===== config.mk =====
export PLATFORM = sky130hd
export DESIGN_NAME = i2c_scl_gen
export DESIGN_NICKNAME = d
export VERILOG_FILES = /design/src/rtl/scl_gen_pkg.sv /design/src/rtl/scl_tick_gen.sv /design/src/rtl/scl_field_pick.sv /design/src/rtl/scl_phase_seq.sv /design/src/rtl/i2c_scl_gen.sv
export SDC_FILE = /design/constraint.sdc
export NUM_CORES = 1
export LEC_CHECK = 0
export ABC_CLOCK_PERIOD_IN_PS = 8050
export BUFFER_PORTS_ARGS = -buffer_cell sky130_fd_sc_hd__clkbuf_2
export CAP_MARGIN = 30
export CORE_ASPECT_RATIO = 0.75
export CORE_MARGIN = 1
export CORE_UTILIZATION = 47
export CTS_CLUSTER_DIAMETER = 60
export DETAILED_ROUTE_END_ITERATION = 12
export PLACE_DENSITY_LB_ADDON = 0.08
export SLEW_MARGIN = 20
export SYNTH_ARGS = -nofsm -noshare
export SYNTH_HDL_FRONTEND = slang
export SYNTH_SLANG_ARGS = --single-unit

===== constraint.sdc =====
create_clock -name clk -period 8.05 [get_ports clk]
set_input_delay 1.61 -clock clk [delete_from_list [all_inputs] [get_ports clk]]
set_output_delay 1.61 -clock clk [all_outputs]
set_load 0.05 [all_outputs]

===== src/rtl/scl_gen_pkg.sv =====
package scl_gen_pkg;

   typedef enum logic [1:0] {
      PH_IDLE = 2'd0,
      PH_LOW  = 2'd1,
      PH_HIGH = 2'd2
   } scl_phase_e;

   // Width able to hold the largest field value plus the larger bias.
   function automatic int len_bits(input int field_w, input int bias);
      return $clog2((2 ** field_w) + bias);
   endfunction

endpackage


===== src/rtl/scl_tick_gen.sv =====
module scl_tick_gen #(
   parameter int PSC_W       = 8,
   parameter bit PRESCALE_EN = 1'b1
) (
   input  logic             clk,
   input  logic             rst_n,
   input  logic             run,
   input  logic [PSC_W-1:0] div,
   output logic             tick
);

   if (PRESCALE_EN) begin : g_div
      logic [PSC_W-1:0] pc;

      always_ff @(posedge clk or negedge rst_n) begin
         if (!rst_n) begin
            pc <= '0;
         end else if (!run || pc == div) begin
            pc <= '0;
         end else begin
            pc <= pc + PSC_W'(1);
         end
      end

      assign tick = run && (pc == div);
   end else begin : g_nodiv
      logic unused_div;
      assign unused_div = ^div;
      assign tick       = run;
   end

endmodule


===== src/rtl/scl_field_pick.sv =====
module scl_field_pick #(
   parameter int FIELD_W   = 8,
   parameter int LEN_W     = 9,
   parameter int LOW_BIAS  = 7,
   parameter int HIGH_BIAS = 5
) (
   input  logic [2*FIELD_W-1:0] low_cfg,
   input  logic [2*FIELD_W-1:0] high_cfg,
   input  logic                 use_hs,
   output logic [LEN_W-1:0]     low_len,
   output logic [LEN_W-1:0]     high_len
);

   // Slot 0: standard/fast field, slot 1: high-speed field
   logic [FIELD_W-1:0] lo_f [2];
   logic [FIELD_W-1:0] hi_f [2];

   for (genvar g = 0; g < 2; g++) begin : g_slice
      assign lo_f[g] = low_cfg [g*FIELD_W +: FIELD_W];
      assign hi_f[g] = high_cfg[g*FIELD_W +: FIELD_W];
   end

   assign low_len  = LEN_W'(lo_f[use_hs]) + LEN_W'(LOW_BIAS);
   assign high_len = LEN_W'(hi_f[use_hs]) + LEN_W'(HIGH_BIAS);

endmodule


===== src/rtl/scl_phase_seq.sv =====
module scl_phase_seq
   import scl_gen_pkg::*;
#(
   parameter int PSC_W = 8,
   parameter int LEN_W = 9
) (
   input  logic             clk,
   input  logic             rst_n,
   input  logic             enable,
   input  logic             tick,
   input  logic [PSC_W-1:0] new_psc,
   input  logic [LEN_W-1:0] new_low,
   input  logic [LEN_W-1:0] new_high,
   output logic             running,
   output logic [PSC_W-1:0] lat_psc,
   output logic             scl,
   output logic             scl_fall,
   output logic             scl_rise
);

   scl_phase_e       ph;
   logic [LEN_W-1:0] tc;
   logic [LEN_W-1:0] lat_low;
   logic [LEN_W-1:0] lat_high;
   logic             low_done;
   logic             high_done;

   assign low_done  = tick && (tc == lat_low  - LEN_W'(1));
   assign high_done = tick && (tc == lat_high - LEN_W'(1));
   assign running   = (ph != PH_IDLE);

   always_ff @(posedge clk or negedge rst_n) begin
      if (!rst_n) begin
         ph       <= PH_IDLE;
         tc       <= '0;
         lat_psc  <= '0;
         lat_low  <= '0;
         lat_high <= '0;
         scl      <= 1'b1;
         scl_fall <= 1'b0;
         scl_rise <= 1'b0;
      end else begin
         scl_fall <= 1'b0;
         scl_rise <= 1'b0;
         if (!enable) begin
            ph       <= PH_IDLE;
            tc       <= '0;
            scl      <= 1'b1;
            scl_rise <= ~scl;
         end else begin
            unique case (ph)
               PH_IDLE: begin
                  ph       <= PH_LOW;
                  tc       <= '0;
                  scl      <= 1'b0;
                  scl_fall <= 1'b1;
                  lat_psc  <= new_psc;
                  lat_low  <= new_low;
                  lat_high <= new_high;
               end
               PH_LOW: begin
                  if (low_done) begin
                     ph       <= PH_HIGH;
                     tc       <= '0;
                     scl      <= 1'b1;
                     scl_rise <= 1'b1;
                  end else if (tick) begin
                     tc <= tc + LEN_W'(1);
                  end
               end
               PH_HIGH: begin
                  if (high_done) begin
                     ph       <= PH_LOW;
                     tc       <= '0;
                     scl      <= 1'b0;
                     scl_fall <= 1'b1;
                     lat_psc  <= new_psc;
                     lat_low  <= new_low;
                     lat_high <= new_high;
                  end else if (tick) begin
                     tc <= tc + LEN_W'(1);
                  end
               end
               default: begin
                  ph  <= PH_IDLE;
                  scl <= 1'b1;
               end
            endcase
         end
      end
   end

endmodule


===== src/rtl/i2c_scl_gen.sv =====
module i2c_scl_gen #(
   parameter int PSC_W       = 8,
   parameter int FIELD_W     = 8,
   parameter int LOW_BIAS    = 7,
   parameter int HIGH_BIAS   = 5,
   parameter bit PRESCALE_EN = 1'b1
) (
   input  logic                 clk,
   input  logic                 rst_n,
   input  logic                 enable,
   input  logic [PSC_W-1:0]     prescale,
   input  logic [2*FIELD_W-1:0] low_cfg,
   input  logic [2*FIELD_W-1:0] high_cfg,
   input  logic                 hs_mode,
   input  logic                 phase_switch,
   output logic                 scl,
   output logic                 scl_fall,
   output logic                 scl_rise
);

   localparam int MAX_BIAS = (LOW_BIAS > HIGH_BIAS) ? LOW_BIAS : HIGH_BIAS;
   localparam int LEN_W    = scl_gen_pkg::len_bits(FIELD_W, MAX_BIAS);

   if (PSC_W < 1) begin : g_bad_psc
      $error("PSC_W must be at least 1");
   end
   if (FIELD_W < 1) begin : g_bad_field
      $error("FIELD_W must be at least 1");
   end
   if (LOW_BIAS < 1 || HIGH_BIAS < 1) begin : g_bad_bias
      $error("phase biases must be at least 1");
   end

   logic             hs_sel;
   logic             tick;
   logic             running;
   logic [PSC_W-1:0] lat_psc;
   logic [LEN_W-1:0] low_len;
   logic [LEN_W-1:0] high_len;

   // Second-phase tracker: set by the strobe, cleared on leaving HS or disable
   always_ff @(posedge clk or negedge rst_n) begin
      if (!rst_n) begin
         hs_sel <= 1'b0;
      end else if (!enable || !hs_mode) begin
         hs_sel <= 1'b0;
      end else if (phase_switch) begin
         hs_sel <= 1'b1;
      end
   end

   scl_field_pick #(
      .FIELD_W  (FIELD_W),
      .LEN_W    (LEN_W),
      .LOW_BIAS (LOW_BIAS),
      .HIGH_BIAS(HIGH_BIAS)
   ) u_pick (
      .low_cfg (low_cfg),
      .high_cfg(high_cfg),
      .use_hs  (hs_sel),
      .low_len (low_len),
      .high_len(high_len)
   );

   scl_tick_gen #(
      .PSC_W      (PSC_W),
      .PRESCALE_EN(PRESCALE_EN)
   ) u_tick (
      .clk  (clk),
      .rst_n(rst_n),
      .run  (running),
      .div  (lat_psc),
      .tick (tick)
   );

   scl_phase_seq #(
      .PSC_W(PSC_W),
      .LEN_W(LEN_W)
   ) u_seq (
      .clk     (clk),
      .rst_n   (rst_n),
      .enable  (enable),
      .tick    (tick),
      .new_psc (prescale),
      .new_low (low_len),
      .new_high(high_len),
      .running (running),
      .lat_psc (lat_psc),
      .scl     (scl),
      .scl_fall(scl_fall),
      .scl_rise(scl_rise)
   );

endmodule


# --- Yosys cells after proc, flatten, opt, wreduce, memory -nomap -nowiden ---
# Index checks and enable logic that the tools add are counted.
totals:
  reg_bits: 49
  out_inout_bits: 3
  wordCells: 76
classes:
  n_addsub: 6
  magnitude_cmp: 1
  eq_ne: 9
  muxes: 34
  bitwise: 2
  n_reduce_logical: 14
op_table:
  columns: ["cell", "count"]
  rows:
  - ["8-bit 2-to-1 mux", 8]
  - ["9-bit 2-to-1 mux", 6]
  - ["9-bit one-hot mux with 2 select lines", 2]
  - ["9-bit one-hot mux with 3 select lines", 1]
  - ["8-bit by 3-bit adder with 9-bit output (second input constant)", 2]
  - ["9-bit equality test", 2]
  - ["9-bit by 1-bit subtractor with 9-bit output (second input constant)", 2]
  - ["8-bit one-hot mux with 2 select lines", 1]
  - ["1-bit 2-to-1 mux", 10]
  - ["9-bit by 1-bit adder with 9-bit output (second input constant)", 1]
  - ["8-bit by 1-bit adder with 8-bit output (second input constant)", 1]
  - ["8-bit equality test", 1]
  - ["2-bit 2-to-1 mux", 3]
  - ["3-bit by 2-bit inequality test with 1-bit output (second input constant)", 2]
  - ["2-bit one-hot mux with 3 select lines", 1]
  - ["2-bit nonzero test", 3]
  - ["4-bit by 1-bit inequality test with 1-bit output (second input constant)", 1]
  - ["1-bit logical AND", 3]
  - ["1-bit logical NOT", 3]
  - ["1-bit one-hot mux with 3 select lines", 1]
  - ["3-bit AND reduction", 1]
  - ["2-bit by 1-bit equality test with 1-bit output (second input constant)", 1]
  - ["2-bit equality test (second input constant)", 1]
  - ["2-bit >= comparator (second input constant)", 1]
  - ["7 further kinds", 8]

# --- Depth between registers and ports, before layout ---
depth:
  depth_word: 7
  depth_mapped: 11

# --- Hierarchy ---
# Synthesis repeated with hierarchy kept, for this count alone.
hier_totals:
  hier_cells: 374
  area_unflattened_um2: 3739.8
modules_own_cells:
  columns: ["mod", "instances", "cells_each", "area_per_inst_um2"]
  rows:
  - ["scl_phase_seq", 1, 257, 2603.7]
  - ["scl_field_pick", 1, 69, 600.6]
  - ["scl_tick_gen", 1, 46, 500.5]
  - ["i2c_scl_gen", 1, 2, 35.0]

# --- Worst setup path after synthesis ---
# OpenSTA, ideal clock, no wires.
synth_path:
  path_kind: "in2reg"
  startpoint: "input port enable"
  endpoint: "register u_seq.tc[3]"
  setup_time_ns: 0.087
  arrival_time_ns: 2.951
  required_time_ns: 7.963
  path_slack_ns: 5.012
  cell_stages: 5
  path_cell_list: "clkbuf_1 > nand2_1 > a311oi_1 > nor2_2 > o211ai_1"
synth_between:
  elab_chain_cells: 1
  elab_cells_between_ends: 2
synth_rtl:
  columns: ["item", "line", "text"]
  rows:
  - ["start: declaration", "i2c_scl_gen.sv:10", "input logic enable,"]
  - ["4-bit by 1-bit inequality test with 1-bit output (no line) / 9-bit 2-to-1 mux (equally long branches)", null, null]
  - ["end signal: assignment", "scl_phase_seq.sv:68", "tc <= tc + LEN_W'(1);"]
  - ["end signal: assignment", "scl_phase_seq.sv:81", "tc <= tc + LEN_W'(1);"]
  - ["end: declaration", "scl_phase_seq.sv:22", "logic [LEN_W-1:0] tc;"]
# Parallel ways exist; a longest one is shown, timed or not.
# A chain may end at the register's enable or synchronous reset.

# --- Worst setup path in the final report ---
layout_path:
  startpoint: "input port high_cfg[0]"
  endpoint: "register u_seq.lat_high[6]"
layout_between:
  elab_chain_cells: 6
layout_rtl:
  columns: ["item", "line", "text"]
  rows:
  - ["start: declaration", "i2c_scl_gen.sv:13", "input logic [2*FIELD_W-1:0] high_cfg,"]
  - ["8-bit 2-to-1 mux (implied by the code) (*) (3 in a row)", "scl_field_pick.sv:24", "assign high_len = LEN_W'(hi_f[use_hs]) + LEN_W'(HIGH_BIAS);"]
  - ["8-bit by 3-bit adder with 9-bit output (*)", "scl_field_pick.sv:24", null]
  - ["9-bit 2-to-1 mux", "scl_phase_seq.sv:72", "if (high_done) begin"]
  - ["9-bit one-hot mux with 2 select lines (*)", "scl_phase_seq.sv:51", "unique case (ph)"]
  - ["end signal: assignment", "scl_phase_seq.sv:59", "lat_high <= new_high;"]
  - ["end signal: assignment", "scl_phase_seq.sv:79", "lat_high <= new_high;"]
  - ["end: declaration", "scl_phase_seq.sv:24", "logic [LEN_W-1:0] lat_high;"]
# Every way passes the cells marked *; elsewhere a longest branch is shown, timed or not. The select of a mux whose other input is x is not followed.

==> metrics.md <==
| Metric | Value |
|---|---|
| Synth area leaders | `dfrtp_1, xnor2_1, mux2_4` |
| Multi-input logic area | `0.002111 mm^2` |
| Worst-path clk slew | `0.10 ns` |
| Hold buffer count at cts | `0` |
| Worst Setup Start Kind | `input port` |
| Initial Utilization | `0.4957` |
| Worst EP arrival | `3.12 ns` |
| DR vias | `2782` |
| Worst slack, placed | `4.814 ns` |
| TritonCTS clock tree | `yes` |
| Peak VDD IR | `101.6 uV` |
| Fillcell total | `666` |
| Core Rows | `26` |
| Synth Cell Area | `0.003451 mm^2` |
| Sink Count | `49` |
| Commonest cells after routing, fill and taps aside | `dfrtp_1, clkbuf_2, xnor2_1` |
| Post-Syn Instances | `354` |
| Endpoints failing setup | `0` |
| # DRC | `0` |
| Pwr dens | `187.8 mW/mm^2` |
| Clock Latency Late Sink | `0.31 ns` |
| Synth Register Bits | `49` |
| Die outline height | `76.21 um` |
| Setup TNS | `0 ns` |
| Global-route usage over all layers | `0.2071` |
| First-pass DRT Iterations | `6` |
| Register area | `0.001227 mm^2` |
| Skew final | `0.004346 ns` |
| Final Instance Area | `0.003924 mm^2` |
| Core area | `0.006962 mm^2` |
| Syn avg cell area | `9.748 um^2` |
| Slew @ Worst Pin | `0.6969 ns` |
| Placed Area | `0.003809 mm^2` |
| Min-delay worst type | `flip-flop to flip-flop` |
| WL/cell | `14.97 um` |
| CP Data Required Time | `8.25 ns` |
| P&R area growth vs syn | `13.71%` |
| PostCTS Resize Cnt | `0` |
| P_leak | `1.703 nW` |
| Placed Cells | `490` |
| CTS H-tree lvls | `2` |
| Port Buffers | `47` |
| Register area share after synthesis | `0.3557` |
| Top_reg_cell synth | `dfrtp_1` |
| Die area | `0.007692 mm^2` |
| # nets final | `453` |
| Initial antenna violation count | `0` |
| Post-DR vias/cell | `5.586` |
| Min setup slack post-route | `5.137 ns` |
| GRT overflow | `0` |
| Syn nets | `408` |
| First-pass GRT wire length | `12.85 mm` |
| FMAX | `0.3432 GHz` |
| Ratio of cells with drive above 1 in the final layout | `0.2450` |
| Post-CTS Setup Inserts | `0` |
| Die W | `100.9 um` |
| Maxcap violations | `0` |
| Antenna diode count | `0` |
| Post-synthesis async set-or-reset flop share | `1.000` |
| Crit path launch | `high_cfg[0]` |
| I/O pins | `48` |
| Synth warn | `0` |
| Reg-to-reg setup timing slack | `5.17 ns` |
| Wirelength, routed | `7.454 mm` |
| Post-synthesis cell type count | `58` |
| DRT iter0 DRCs | `134` |
| Worst reg2reg path depth | `6` |
| Worst-path fanout max | `3` |
| Setup crit end kind | `flip-flop` |
| Post-synth EDFFs | `0` |
| CTS Buf Count | `5` |
| Hold Violations, Final | `0` |
| Clk Tree Root Cell | `clkbuf_8` |
| Vias in the first global route | `2651` |
| Post-Layout Cell Count | `498` |
| Max clock buf depth | `2` |
| Relative max-transition margin | `0.5337` |
| CP Capture Point | `u_seq.lat_high[6]$_DFFE_PN0P_` |
| Crit Reg-Reg Startpoint | `u_seq.lat_high[2]$_DFFE_PN0P_` |
| Area leader, netlist | `dfrtp_1` |
| Commonest non-fill, non-tap cell in the layout | `dfrtp_1` |
| Outcome | `complete, no violations` |
| Post-synth top area share | `0.3481` |
| RSZ-0062 raised after global routing | `false` |
| Max Slew Vio Count | `0` |
| Final HPWL DP | `5.600 mm` |
| Fin crit period | `2.913 ns` |
| Hold_ws | `0.5354 ns` |
| Critical R2R Capture | `u_seq.lat_psc[5]$_DFFE_PN0P_` |
| Crit path kind | `input port to flip-flop` |
| Antenna Nets Post-Route | `0` |
| GPL Wtd Cong | `0.7993` |
| Post-route clock period utilization | `0.3619` |
| Largest net degree at the start of global routing | `50` |
-- area by class of cell --
type | instances | area share
multi-input cells | 278 | 0.5379
inverters | 12 | 0.01148
repair buffers | 53 | 0.07717
clock buffers | 5 | 0.01754
flip-flops and latches | 49 | 0.3128
well taps | 98 | 0.03125
clock inverters | 3 | 0.01180
-- sequential cells by signal, summed over array words and instances, names as in the netlist --
signal	flops
u_seq.scl_fall	1
u_seq.ph	2
hs_sel	1
u_seq.lat_low	9
u_seq.lat_high	9
u_seq.scl_rise	1
u_seq.lat_psc	8
u_seq.scl	1
u_seq.tc	9
u_tick.g_div.pc	8
-- worst min path at each step --
| stage | cells after the start | to | startpoint |
|---|---|---|---|
| floorplan | 1 | u_seq.lat_psc[0]$_DFFE_PN0P_ | u_seq.lat_psc[0]$_DFFE_PN0P_ |
| global placement | 1 | u_seq.lat_psc[2]$_DFFE_PN0P_ | u_seq.lat_psc[2]$_DFFE_PN0P_ |
| detailed placement | 1 | u_seq.lat_psc[0]$_DFFE_PN0P_ | u_seq.lat_psc[0]$_DFFE_PN0P_ |
| CTS | 1 | u_seq.lat_psc[0]$_DFFE_PN0P_ | u_seq.lat_psc[0]$_DFFE_PN0P_ |
| global route | 1 | u_seq.lat_psc[4]$_DFFE_PN0P_ | u_seq.lat_psc[4]$_DFFE_PN0P_ |
| finish | 1 | u_seq.lat_psc[0]$_DFFE_PN0P_ | u_seq.lat_psc[0]$_DFFE_PN0P_ |
-- Yosys cell counts (3+ instances only) --
master,n
a21oi_1,7
a31oi_1,3
a32o_1,4
a32oi_1,4
and3_1,5
clkbuf_1,9
dfrtp_1,48
ha_1,9
inv_1,12
mux2_2,8
mux2_4,18
mux2i_1,11
nand2_1,25
nand3_1,13
nand3b_1,4
nand4_1,8
nor2_1,27
nor2b_1,10
nor3_1,6
nor4_1,5
o211ai_1,10
o21ai_0,13
o21ai_1,3
or4_1,4
xnor2_1,31
xor2_1,15
-- critical path, stage by stage --
cell and delay, ns:
clkbuf_2 0.09, mux2_2 0.17, ha_1 0.21, o21ai_0 0.10, o21ai_0 0.34, nand2_1 0.15
xor2_1 0.18, mux2_4 0.26
-- kinds of logic after synthesis --
logic type / share of synthesized area
xor+xnor: 0.1168
fa+ha+maj: 0.03263
compound gates: 0.1345
mux: 0.1363
flops: 0.3557
buf+inv: 0.03480
simple gates: 0.1893
-- per-layer routing --
| metal | GRT usage | vias to the layer above | share of wire |
|---|---|---|---|
| met5 | 0 | - | 0 |
| met4 | 0.04638 | 0 | 0.016 |
| met3 | 0.03028 | 9 | 0.038 |
| met2 | 0.3240 | 49 | 0.46 |
| met1 | 0.3022 | 1349 | 0.49 |
| li1 | - | 1375 | - |
-- stage by stage --
stage | power (mW) | utilization
floorplan | 0.4968 | -
global placement | 0.5496 | 0.5417
detailed placement | 0.5586 | 0.5471
CTS | 0.7429 | 0.5636
global route | 0.7792 | 0.5636
finish | 0.7368 | 0.5636
-- report_power, final --
part / leakage [nW] / internal, mW / switching (mW)
Clock: 0.0543 / 0.0931 / 0.0896
Combinational: 1.03 / 0.118 / 0.107
Sequential: 0.621 / 0.281 / 0.0479
Total: 1.70 / 0.492 / 0.245
No activity file was read; power rests on OpenSTA's default activity.
